===== src/rtl/ea_pkg.sv =====
package ea_pkg;
    // displacement size codes
    typedef enum logic [1:0] {
        DSZ_NONE = 2'b00,
        DSZ_B1   = 2'b01,
        DSZ_B2   = 2'b10,
        DSZ_B4   = 2'b11
    } dsz_e;
endpackage


===== src/rtl/ea_reg_pick.sv =====
module ea_reg_pick #(
    parameter int XLEN  = 32,
    parameter int NREG  = 8,
    localparam int SEL_W = $clog2(NREG)
) (
    input  logic                 en,
    input  logic [SEL_W-1:0]     sel,
    input  logic [NREG*XLEN-1:0] regs_flat,
    output logic [XLEN-1:0]      val
);
    logic [XLEN-1:0] rf [NREG];

    for (genvar k = 0; k < NREG; k++) begin : g_unpack
        assign rf[k] = regs_flat[k*XLEN +: XLEN];
    end

    always_comb begin
        val = en ? rf[sel] : '0;
    end
endmodule


===== src/rtl/ea_disp_ext.sv =====
module ea_disp_ext
    import ea_pkg::*;
#(
    parameter int XLEN = 32
) (
    input  logic [1:0]      dsz,
    input  logic [XLEN-1:0] disp,
    output logic [XLEN-1:0] dext
);
    dsz_e code;

    always_comb begin
        code = dsz_e'(dsz);
        unique case (code)
            DSZ_NONE: dext = '0;
            DSZ_B1:   dext = {{(XLEN-8){disp[7]}}, disp[7:0]};
            DSZ_B2:   dext = {{(XLEN-16){disp[15]}}, disp[15:0]};
            DSZ_B4:   dext = disp;
            default:  dext = '0;
        endcase
    end
endmodule


===== src/rtl/ea_combine.sv =====
module ea_combine #(
    parameter int XLEN   = 32,
    parameter int NREG   = 8,
    parameter int SP_NUM = 4,
    localparam int SEL_W = $clog2(NREG)
) (
    input  logic [XLEN-1:0]  base_val,
    input  logic [XLEN-1:0]  idx_val,
    input  logic [XLEN-1:0]  dext,
    input  logic [1:0]       scale,
    input  logic             idx_en,
    input  logic [SEL_W-1:0] idx_sel,
    output logic [XLEN-1:0]  addr,
    output logic             bad
);
    localparam logic [SEL_W-1:0] SP_SEL = SEL_W'(SP_NUM);

    logic [XLEN-1:0] scaled;

    always_comb begin
        scaled = idx_val << scale;
        bad    = idx_en && (idx_sel == SP_SEL);
        addr   = bad ? '0 : (base_val + scaled + dext);
    end
endmodule


===== src/rtl/ea_gen.sv =====
module ea_gen #(
    parameter int XLEN   = 32,
    parameter int NREG   = 8,
    parameter int SP_NUM = 4,
    localparam int SEL_W = $clog2(NREG)
) (
    input  logic                 clk,
    input  logic                 rst_n,
    input  logic                 req_vld,
    input  logic                 base_en,
    input  logic [SEL_W-1:0]     base_sel,
    input  logic                 idx_en,
    input  logic [SEL_W-1:0]     idx_sel,
    input  logic [1:0]           scale,
    input  logic [1:0]           disp_sz,
    input  logic [XLEN-1:0]      disp,
    input  logic [NREG*XLEN-1:0] regs_flat,
    output logic                 ea_vld,
    output logic [XLEN-1:0]      ea_addr,
    output logic                 ea_bad
);
    logic [XLEN-1:0] base_val;
    logic [XLEN-1:0] idx_val;
    logic [XLEN-1:0] dext;
    logic [XLEN-1:0] addr_d;
    logic            bad_d;

    ea_reg_pick #(.XLEN(XLEN), .NREG(NREG)) u_base (
        .en        (base_en),
        .sel       (base_sel),
        .regs_flat (regs_flat),
        .val       (base_val)
    );

    ea_reg_pick #(.XLEN(XLEN), .NREG(NREG)) u_idx (
        .en        (idx_en),
        .sel       (idx_sel),
        .regs_flat (regs_flat),
        .val       (idx_val)
    );

    ea_disp_ext #(.XLEN(XLEN)) u_disp (
        .dsz  (disp_sz),
        .disp (disp),
        .dext (dext)
    );

    ea_combine #(.XLEN(XLEN), .NREG(NREG), .SP_NUM(SP_NUM)) u_sum (
        .base_val (base_val),
        .idx_val  (idx_val),
        .dext     (dext),
        .scale    (scale),
        .idx_en   (idx_en),
        .idx_sel  (idx_sel),
        .addr     (addr_d),
        .bad      (bad_d)
    );

    // result register: loads only on a request
    always_ff @(posedge clk or negedge rst_n) begin
        if (!rst_n) begin
            ea_vld  <= 1'b0;
            ea_addr <= '0;
            ea_bad  <= 1'b0;
        end else begin
            ea_vld <= req_vld;
            if (req_vld) begin
                ea_addr <= addr_d;
                ea_bad  <= bad_d;
            end
        end
    end
endmodule


===== config.mk =====
export PLATFORM = sky130hd
export DESIGN_NAME = ea_gen
export DESIGN_NICKNAME = d
export VERILOG_FILES = /design/src/rtl/ea_pkg.sv /design/src/rtl/ea_reg_pick.sv /design/src/rtl/ea_disp_ext.sv /design/src/rtl/ea_combine.sv /design/src/rtl/ea_gen.sv
export SDC_FILE = /design/constraint.sdc
export NUM_CORES = 1
export LEC_CHECK = 0
export BUFFER_PORTS_ARGS = -buffer_cell sky130_fd_sc_hd__buf_2
export CAP_MARGIN = 15
export CORE_MARGIN = 3
export CORE_UTILIZATION = 25
export DETAILED_ROUTE_END_ITERATION = 12
export GPL_ROUTABILITY_DRIVEN = 0
export SYNTH_ARGS = -nofsm -noshare
export SYNTH_HDL_FRONTEND = slang
export SYNTH_SLANG_ARGS = --single-unit

===== constraint.sdc =====
create_clock -name clk -period 0.8 [get_ports clk]
set_clock_uncertainty 0.05 [all_clocks]
set_input_delay 0 -clock clk [delete_from_list [all_inputs] [get_ports clk]]
set_output_delay 0 -clock clk [all_outputs]
set_load 0.1 [all_outputs]

==> run metrics, run 1 <==
number of global-route vias before repair roughly 10k; async set or reset register ratio after synthesis 100.0%; Gate Count Post-Synth roughly 870; XOR/XNOR share of the synthesized area 2.626%; endpoints failing hold 0; area delta synth->final 73.07%; Pins Over Slew Limit 0; Worst Tran Pin Value between 300 and 400 ps; Critical Path Max Stage Delay 570 ps; flops & latches, synth 34; Most common cell on crit path mux2_4; largest delay contributor family on the critical path compound AO/OA/AOI/OAI gates; fraction of the mapped netlist area in simple logic gates about a tenth; # rows 67; clk sink count 34; Final WS setup -2970 ps; CP Launch Type primary input; share of cells above drive strength 1 a little under three quarters; Avg Cell Area, Syn between 10 and 15 um^2; Final Cycle Share 471.3%; post-synth net total 1230; outcome finished with violations; ys flop type dfrtp_1; Synth Warn # 0; slowest CP cell fa_2; failing checks setup timing; post-route antenna net violation count 0; CTS tree built; PD cells 2081 nW/um^2; main combinational cell family by area after synthesis multiplexers; WHS 21.79 ps; DP Worst Slack -3628 ps; CTS H-tree depth 2; 1st-iter DRT viols 436; commonest non-fill, non-tap cell in the layout buf_2; Root Buffer clkbuf_16; Critical Path RT slightly above 900 ps; Nets approximately 1.8k; PortBufs 336; via count ~9.5k; total CTS buffers 5; Clock Path Buffers 2; most frequent cells in the layout buf_2, buf_4, mux4_2; Clk Latency, worst-skew pair approximately 270 ps; minimum clock period approximately 3800 ps; mux cell area share after synthesis between 40% and 50%; CTS clk-pin slew, worst paths roughly 60 ps; HPWL Detailed approximately 30000 um; crit path max fanout 5; vias per cell 5.045; unrepaired setup endpoints after global routing true; Yosys cell types a little over 60; global-route wire length before repair roughly 55000 um; Die Ht between 150 and 200 um; worst hold path type in -> reg; # fillers about 3.2k; fmax around 270 MHz; CP cell instances buf_16, buf_12, mux4_2, mux2_4, nand3_2, o21ai_2, mux2_4, fa_2, ha_4, and4b_4, o311a_4, o211ai_4, a211o_1, a21oi_2, or3_1, a32o_1; drt first pass iters 5; # setup viols final between 60 and 70; antenna violations before repair 13; all-layer global routing usage a little under a fifth; Initial Utilization between 20% and 30%; Crit. End Element register; Worst VDD drop between 1 and 1.5 mV; Synth Area in Compound Gates approximately 14%; chip width between 150 and 200 um; global route total overflow 0; Arr. time, crit path ~3900 ps; die area ~37000 um^2; DRT Wirelength 37080 um; critical path buffer and inverter count 2; routed len/inst roughly 20 um; number of synthesized flops with an enable pin 0; Core ar. 33870 um^2; Slew Limit Headroom between 70% and 80%; final core occ between 40% and 50%; Max Cap Viol 0; io pins about 340; mapped cell area between 8000 and 9000 um^2; WS Path Type in -> reg; Post-Synth Adder-Cell Area 11.71%; Leak roughly 6.8 nW; Residual DRC 0; sequential-to-total area share from yosys stat 9.810%; largest net degree at the start of global routing 35
[final timing paths]
kind | from | to | slack [ps] | depth (start not counted)
worst max-delay path | idx_sel[0] | ea_addr[30] | -2970 | 16
worst min-delay path | req_vld | ea_bad | 20 | 3
worst max register to register | ea_addr[27] | ea_addr[27] | -150 | 3
worst min register to register | ea_addr[0] | ea_addr[0] | 480 | 1
max in group asynchronous | rst_n | ea_addr[13] | 330 | 3
min in group asynchronous | rst_n | ea_addr[5] | 160 | 3
[worst min-delay path, cell delays in order]
cell    delay, ps
buf_2         150
nor2_1         70
nor2_2         90
[through the flow]
stage	TNS, ps	total power, W	area (um^2)	std cells
global placement	-93780	0.02508	13110	1793
CTS	-86080	0.02962	14170	1847
global route	-90750	0.03316	15000	1869
finish	-86160	0.03123	15010	1875
floorplan	-82620	0.01582	8977	865
detailed placement	-95010	0.02529	13110	1793
[sequential cells by signal, indices dropped and copies added (netlist names)]
register  cells
ea_bad        1
ea_vld        1
ea_addr      32
[what timing repair did]
item / CTS / global route
pin swaps: 52 / 74
resized for setup: 124 / 147
hold buffers: 2 / 0
buffers inserted: 39 / 16
endpoints found under the setup margin: 67 / 67
hold endpoints to repair: 35 / 0
cloned: 5 / 3
[cell usage after synthesis (7+ instances only)]
master | number | area, um^2
a21o_1 | 11 | 82.58
a21oi_1 | 58 | 290.3
a22o_1 | 22 | 192.7
buf_1 | 7 | 26.28
buf_2 | 18 | 90.09
clkbuf_1 | 49 | 183.9
dfrtp_1 | 34 | 850.8
fa_1 | 32 | 640.6
ha_1 | 30 | 375.4
inv_1 | 64 | 240.2
mux2_2 | 63 | 709.4
mux2i_1 | 31 | 310.3
mux4_2 | 127 | 2860
nand2_1 | 90 | 337.8
nand3_1 | 39 | 195.2
nor2_1 | 23 | 86.33
nor2b_1 | 8 | 50.05
nor3_1 | 7 | 35.03
o21ai_0 | 23 | 115.1
o21ai_1 | 22 | 110.1
xnor2_1 | 19 | 166.4
xor2_1 | 7 | 61.31
[layout make-up]
class                      count  area (um^2)  area share [%]
inverter                      65        244.0           1.625
tap                          448        560.5           3.734
clock inverter                 1        5.005         0.03334
antenna                       11        27.53          0.1834
sequential                    34        892.1           5.943
timing repair buffer         620         4915           32.74
clock buffer                   7        142.6          0.9502
multi-input combinational    689         8224           54.79
[power by group]
part / internal (W) / switching [W]
clock network: 0.00123 / 0.000692
logic: 0.0128 / 0.0133
registers: 0.00257 / 0.000571
total: 0.0166 / 0.0146
[metal layers]
layer / GRT usage, % / part of all wire, % / vias up
li1: - / - / 4433
met1: 25.21 / 42 / 4557
met2: 32.14 / 48 / 390
met3: 3.579 / 6.9 / 71
met4: 4.959 / 2.6 / 8
met5: 0 / 0.12 / -
[cell families (layout without fill, tap and decap cells)]
kind of cell | count (synthesis) | after routing
mux | 221 | 221
simple gates | 195 | 195
compound gates | 185 | 185
buf+inv | 142 | 693
fa+ha+maj | 62 | 62
flops | 34 | 34
xor+xnor | 26 | 26
other cells | 0 | 11
Note: power is estimated with default switching activity, not from simulation.
==> run 2, diff against run 1 <==
Settings changed: SETUP_SLACK_MARGIN set to 0.15.
==> run metrics, run 2 (synthesis gave the netlist of run 1 again) <==
outcome finished with violations; failing checks setup timing; Pins Over Slew Limit 0 (unchanged); DRT Wirelength 35920 um (-3.1%); endpoints failing hold 0 (unchanged); Clk Latency, worst-skew pair 270 ps (about the same); flip-flop count of the largest register after layout 32 (unchanged); Most common cell on crit path buf_6; via count 9320 (-1.5%); Max Cap Viol 0 (unchanged); Reg with most FFs ea_addr; Crit. End Element register; WS Path Type in -> reg; global route total overflow 0 (unchanged); hold_sp req_vld; Clk pwr share 6.1% (about the same); DP Worst Slack -3459 ps (+168.9 ps); r2r setup slk -190 ps (-40 ps); Internal Power 0.01647 W (-0.94%); share of cells above drive strength 1 68.32% (-3.4 points); placed cells 1786 (-0.39%); die area 36960 um^2 (unchanged); Net Sw Power 0.01440 W (-1.4%); Final Cycle Share 484.6% (+13 points); Worst Tran Pin Value 309.1 ps (-25.28 ps); Root Buffer clkbuf_16; most frequent cells in the layout buf_2, buf_4, mux4_2; fmax 257.9 MHz (-2.7%); slowest CP cell fa_1; Worst VDD drop 1.547 mV (+5.2%); Final WS setup -3077 ps (-106.6 ps); total CTS buffers 5 (unchanged); 1st-iter DRT viols 368 (-16%); number of global-route vias before repair 9775 (-1.9%); drt first pass iters 5 (unchanged); # fillers 3236 (+1.7%); commonest non-fill, non-tap cell in the layout buf_2; combinational share of power 82.6% (-1.2 points); Initial Utilization 25.61% (unchanged); CP Launch Type primary input; Core ar. 33870 um^2 (unchanged); io pins 337 (unchanged); Critical Path Max Stage Delay 530 ps (-40 ps); FF-to-FF End ea_addr[3]; area delta synth->final 70.34%; crit path max fanout 8 (+3); critical path buffer and inverter count 7 (+5); PortBufs 336 (unchanged); Hold EP ea_addr[24]; Reg power frac 11.3% (+1.2 points); Register-to-Register Path Depth 2 (-1); all-layer global routing usage 18.66% (-0.41 points); Leak 6.695 nW (-1.5%); Critical Path RT 920 ps (about the same); CTS H-tree depth 2 (unchanged); switch share 46.63% (-0.12 points); largest registers ea_addr (32), ea_bad (1), ea_vld (1); HPWL Detailed 30490 um (-1.3%); minimum clock period 3877 ps (+106.6 ps); Arr. time, crit path 4000 ps (+120 ps); WHS 137.8 ps (+116.0 ps); Residual DRC 0 (unchanged); largest net degree at the start of global routing 35 (unchanged); CTS clk-pin slew, worst paths 60 ps (about the same); CP cell instances buf_16, buf_12, mux4_2, mux2_4, nand2_4, o21ai_4, mux2i_2, fa_1, inv_2, buf_6, buf_6, buf_6, buf_6, fa_2, a21oi_4, o22ai_2, o21a_1, o211ai_1, nand2_1, a21oi_2, xnor2_1, a22o_1; # rows 67 (unchanged); vias per cell 5.011 (-0.67%); RR Startpoint ea_addr[3]; Pwr Total 0.03087 W (-1.2%); routed len/inst 19.31 um (-2.3%); chip width 192.3 um (unchanged); CTS tree built; unrepaired setup endpoints after global routing true; depth of the worst hold-timing path 4 (+1); Die Ht 192.3 um (unchanged); Nets 1772 (-0.45%); # setup viols final 67 (unchanged); antenna violations before repair 7 (-6); fin cells 1860 (-0.80%); global-route wire length before repair 53990 um (-1.7%); clk sink count 34 (unchanged); largest delay contributor family on the critical path compound AO/OA/AOI/OAI gates; worst hold path type in -> reg; PD cells 2089 nW/um^2 (+0.41%); Slew Limit Headroom 78.80% (+1.1 points); Clock Path Buffers 2 (unchanged); post-route antenna net violation count 0 (unchanged)
run 2: cell types whose count changed in the layout (fill, tap and decap cells not counted), sizes merged:
| cell | change |
|---|---|
| clkinvlp | +1 |
| clkbuf | -4 |
| buf | -6 |
| clkinv | +1 |
| diode | -7 |
run 2: timing repair:
item,CTS,global route
hold endpoints to repair,36,0
gates resized for setup,139,70
gates cloned,3,0
pin swaps,42,42
endpoints found under the setup margin,67,67
setup buffers,41,16
hold buffers,2,0
run 2: power groups by stage:
| stage | sequential [W] | combinational [W] | clock [W] |
|---|---|---|---|
| after floorplan | 0.00870 | 0.00753 | 0 |
| after global placement | 0.00345 | 0.0220 | 0 |
| after detailed placement | 0.00349 | 0.0222 | 0 |
| after CTS | 0.00351 | 0.0246 | 0.00196 |
| after global routing | 0.00358 | 0.0271 | 0.00203 |
| final | 0.00347 | 0.0255 | 0.00188 |
run 2: how the worst max path moves through the flow:
stage / startpoint / end / slack (ps) / cells after the start
3_5_place_dp: idx_sel[0] / ea_addr[28] / -3460 / 20
6_report: idx_sel[0] / ea_addr[25] / -3080 / 22
3_3_place_gp: idx_sel[0] / ea_addr[30] / -3500 / 17
4_1_cts: idx_sel[0] / ea_addr[30] / -2970 / 18
2_1_floorplan: idx_sel[0] / ea_addr[20] / -3140 / 15
5_1_grt: idx_sel[0] / ea_addr[25] / -3250 / 22
run 2: cell type report:
class / count / area, um^2 / share of cell area, %
multi-input cells: 689 / 7975 / 53.98
repair buffers: 612 / 4860 / 32.89
flip-flops and latches: 34 / 978.4 / 6.623
well taps: 448 / 560.5 / 3.794
inverters: 65 / 244.0 / 1.651
clock buffers: 5 / 125.1 / 0.8469
clock inverters: 3 / 21.27 / 0.1440
diodes: 4 / 10.01 / 0.06775
run 2: per-stage QoR:
| stage | area, um^2 | setup TNS, ps | util, % |
|---|---|---|---|
| after floorplan | 9064 | -82430 | - |
| after global placement | 13160 | -95440 | 38.85 |
| after detailed placement | 13160 | -96400 | 38.85 |
| after CTS | 14340 | -91920 | 42.35 |
| after global routing | 14770 | -99720 | 43.61 |
| final | 14770 | -94870 | 43.62 |
run 2: worst reg2reg max path: stages, from the launching register on:
cell	delay [ps]
dfrtp_4	470
buf_4	140
a22o_1	220
run 2: routing by layer:
metal / vias to the layer above / track usage, % / share of wire [%]
li1: 4396 / - / -
met1: 4549 / 24.83 / 43
met2: 338 / 32.82 / 50
met3: 31 / 2.707 / 5.9
met4: 6 / 2.858 / 1.2
met5: - / 0 / 0.11
==> run 3, diff against run 2 <==
Settings changed: SETUP_SLACK_MARGIN 0.15 to 0.4.
==> run metrics, run 3 (synthesis gave the netlist of run 1 again) <==
Final Cycle Share 483.2% (-1.4 points); # rows 67 (unchanged); PortBufs 336 (unchanged); CTS clk-pin slew, worst paths 60 ps (about the same); Final WS setup -3066 ps (+11.16 ps); area delta synth->final 70.08%; Die Ht 192.3 um (unchanged); routed len/inst 19.30 um (about the same); global-route wire length before repair 53940 um (about the same); Leak 6.687 nW (-0.12%); Max Cap Viol 0 (unchanged); CP Launch Type primary input; vias per cell 5.003 (-0.15%); Register-to-Register Path Depth 2 (unchanged); Pins Over Slew Limit 0 (unchanged); io pins 337 (unchanged); switch share 46.64% (about the same); Core ar. 33870 um^2 (unchanged); endpoints failing hold 35 (+35); Reg with most FFs ea_addr; most frequent cells in the layout buf_2, buf_4, mux4_2; flip-flop count of the largest register after layout 32 (unchanged); WS Path Type in -> reg; crit path max fanout 8 (unchanged); Worst VDD drop 1.547 mV (about the same); final instance area 14750 um^2 (-0.15%); Residual DRC 0 (unchanged); Internal Power 0.01647 W (about the same); grt met1 use 24.79% (-0.046 points); Clock Path Buffers 2 (unchanged); combinational share of power 82.6% (about the same); largest net degree at the start of global routing 35 (unchanged); # fillers 3238 (+0.062%); DRT Wirelength 35840 um (-0.23%); FF-to-FF End ea_addr[3]; global route total overflow 0 (unchanged); drt first pass iters 5 (unchanged); GR met3 Demand/Resource 2.707% (unchanged); Initial Utilization 25.61% (unchanged); fmax 258.7 MHz (+0.29%); register area 978.4 um^2 (unchanged); worst hold path type in -> async; slowest CP cell fa_2; share of cells above drive strength 1 68.42% (+0.097 points); most used routing layer met2; Critical Path Max Stage Delay 560 ps (+30 ps); Multi-input gate area 7975 um^2 (unchanged); minimum clock period 3866 ps (-11.16 ps); total CTS buffers 5 (unchanged); final core occ 43.56% (-0.066 points); Slew Limit Headroom 78.36% (-0.45 points); PD cells 2092 nW/um^2 (+0.12%); CTS tree built; number of global-route vias before repair 9767 (-0.082%); 1st-iter DRT viols 388 (+5.4%); die area 36960 um^2 (unchanged); Reg power frac 11.3% (about the same); r2r setup slk -190 ps (about the same); HPWL Detailed 30490 um (unchanged); Most common cell on crit path mux2_4; antenna violations before repair 7 (unchanged); Arr. time, crit path 3990 ps (about the same); unrepaired setup endpoints after global routing true; RR Startpoint ea_addr[3]; Nets 1770 (-0.11%); WHS -369.7 ps (-507.5 ps); via count 9291 (-0.31%); outcome finished with violations; Clk pwr share 6.1% (about the same); Clk Latency, worst-skew pair 270 ps (about the same); # setup viols final 67 (unchanged); Critical Path RT 920 ps (about the same); all-layer global routing usage 18.65% (-0.019 points); Net Sw Power 0.01439 W (about the same); post-route antenna net violation count 0 (unchanged); Root Buffer clkbuf_16; largest registers ea_addr (32), ea_bad (1), ea_vld (1); Placed Area 13160 um^2 (unchanged); chip width 192.3 um (unchanged); Crit. End Element register; Worst Tran Pin Value 315.6 ps (+6.531 ps); failing checks hold timing, setup timing; commonest non-fill, non-tap cell in the layout buf_2; CP cell instances buf_16, buf_12, mux4_2, mux2_4, buf_4, nand2_2, o21ai_2, mux2_4, fa_2, ha_4, and4b_4, o311a_4, o211ai_4, a211o_1, a21oi_2, or3_1, a32o_1; GRT met2 Usage 32.81% (about the same); clk sink count 34 (unchanged); CTS H-tree depth 2 (unchanged)
==> run 3: cell type report <==
type	count	area share [%]
Timing Repair Buffer	610	32.81
Tap cell	448	3.800
Clock inverter	3	0.1442
Antenna cell	3	0.05089
Inverter	65	1.654
Clock buffer	5	0.8482
Sequential cell	34	6.633
Multi-Input combinational cell	689	54.06
==> run 3: worst max-delay path by stage <==
stage	from	to	slack (ps)	cells after the start
floorplan	idx_sel[0]	ea_addr[20]	-3140	15
global placement	idx_sel[0]	ea_addr[30]	-3500	17
detailed placement	idx_sel[0]	ea_addr[28]	-3460	20
CTS	idx_sel[0]	ea_addr[30]	-2970	18
global route	idx_sel[0]	ea_addr[25]	-3250	22
finish	idx_sel[0]	ea_addr[30]	-3070	17
==> run 3: what timing repair did <==
item	4_1_cts	5_1_grt
hold endpoints to repair	36	35
buffers inserted	41	16
cloned	3	0
pin swaps	42	42
gates resized for setup	139	70
setup endpoints to repair	67	67
==> run 3: worst max-delay path: cells and delay by family <==
kind	cells	cell delay (ps)
buf+inv	3	400
mux	3	1060
simple gates	3	600
fa+ha+maj	2	780
compound gates	6	1140
==> run 3: power by group through the flow <==
stage,Clock (W),Combinational [W],Sequential (W)
6_report,0.00188,0.0255,0.00348
5_1_grt,0.00203,0.0271,0.00358
4_1_cts,0.00196,0.0246,0.00351
3_5_place_dp,0,0.0222,0.00349
3_3_place_gp,0,0.0220,0.00345
2_1_floorplan,0,0.00753,0.00870
==> run 3: per-layer routing <==
metal | share of wire [%] | wire length (um)
met4 | 1.2 | 419
met2 | 50 | 17940
met5 | 0.11 | 41
met3 | 5.7 | 2031
met1 | 43 | 15400
==> run 3: per-stage QoR <==
stage               std cells  hold slack [ps]  power [W]  setup TNS [ps]  setup slack (ps)
floorplan                 865           -345.6    0.01624          -82430             -3137
global placement         1786           -75.89    0.02548          -95440             -3498
detailed placement       1786           -73.28    0.02567          -96400             -3459
CTS                      1838           -367.4    0.03006          -91920             -2972
global route             1856           -360.7    0.03269          -99720             -3247
finish                   1857           -369.7    0.03086          -94650             -3066
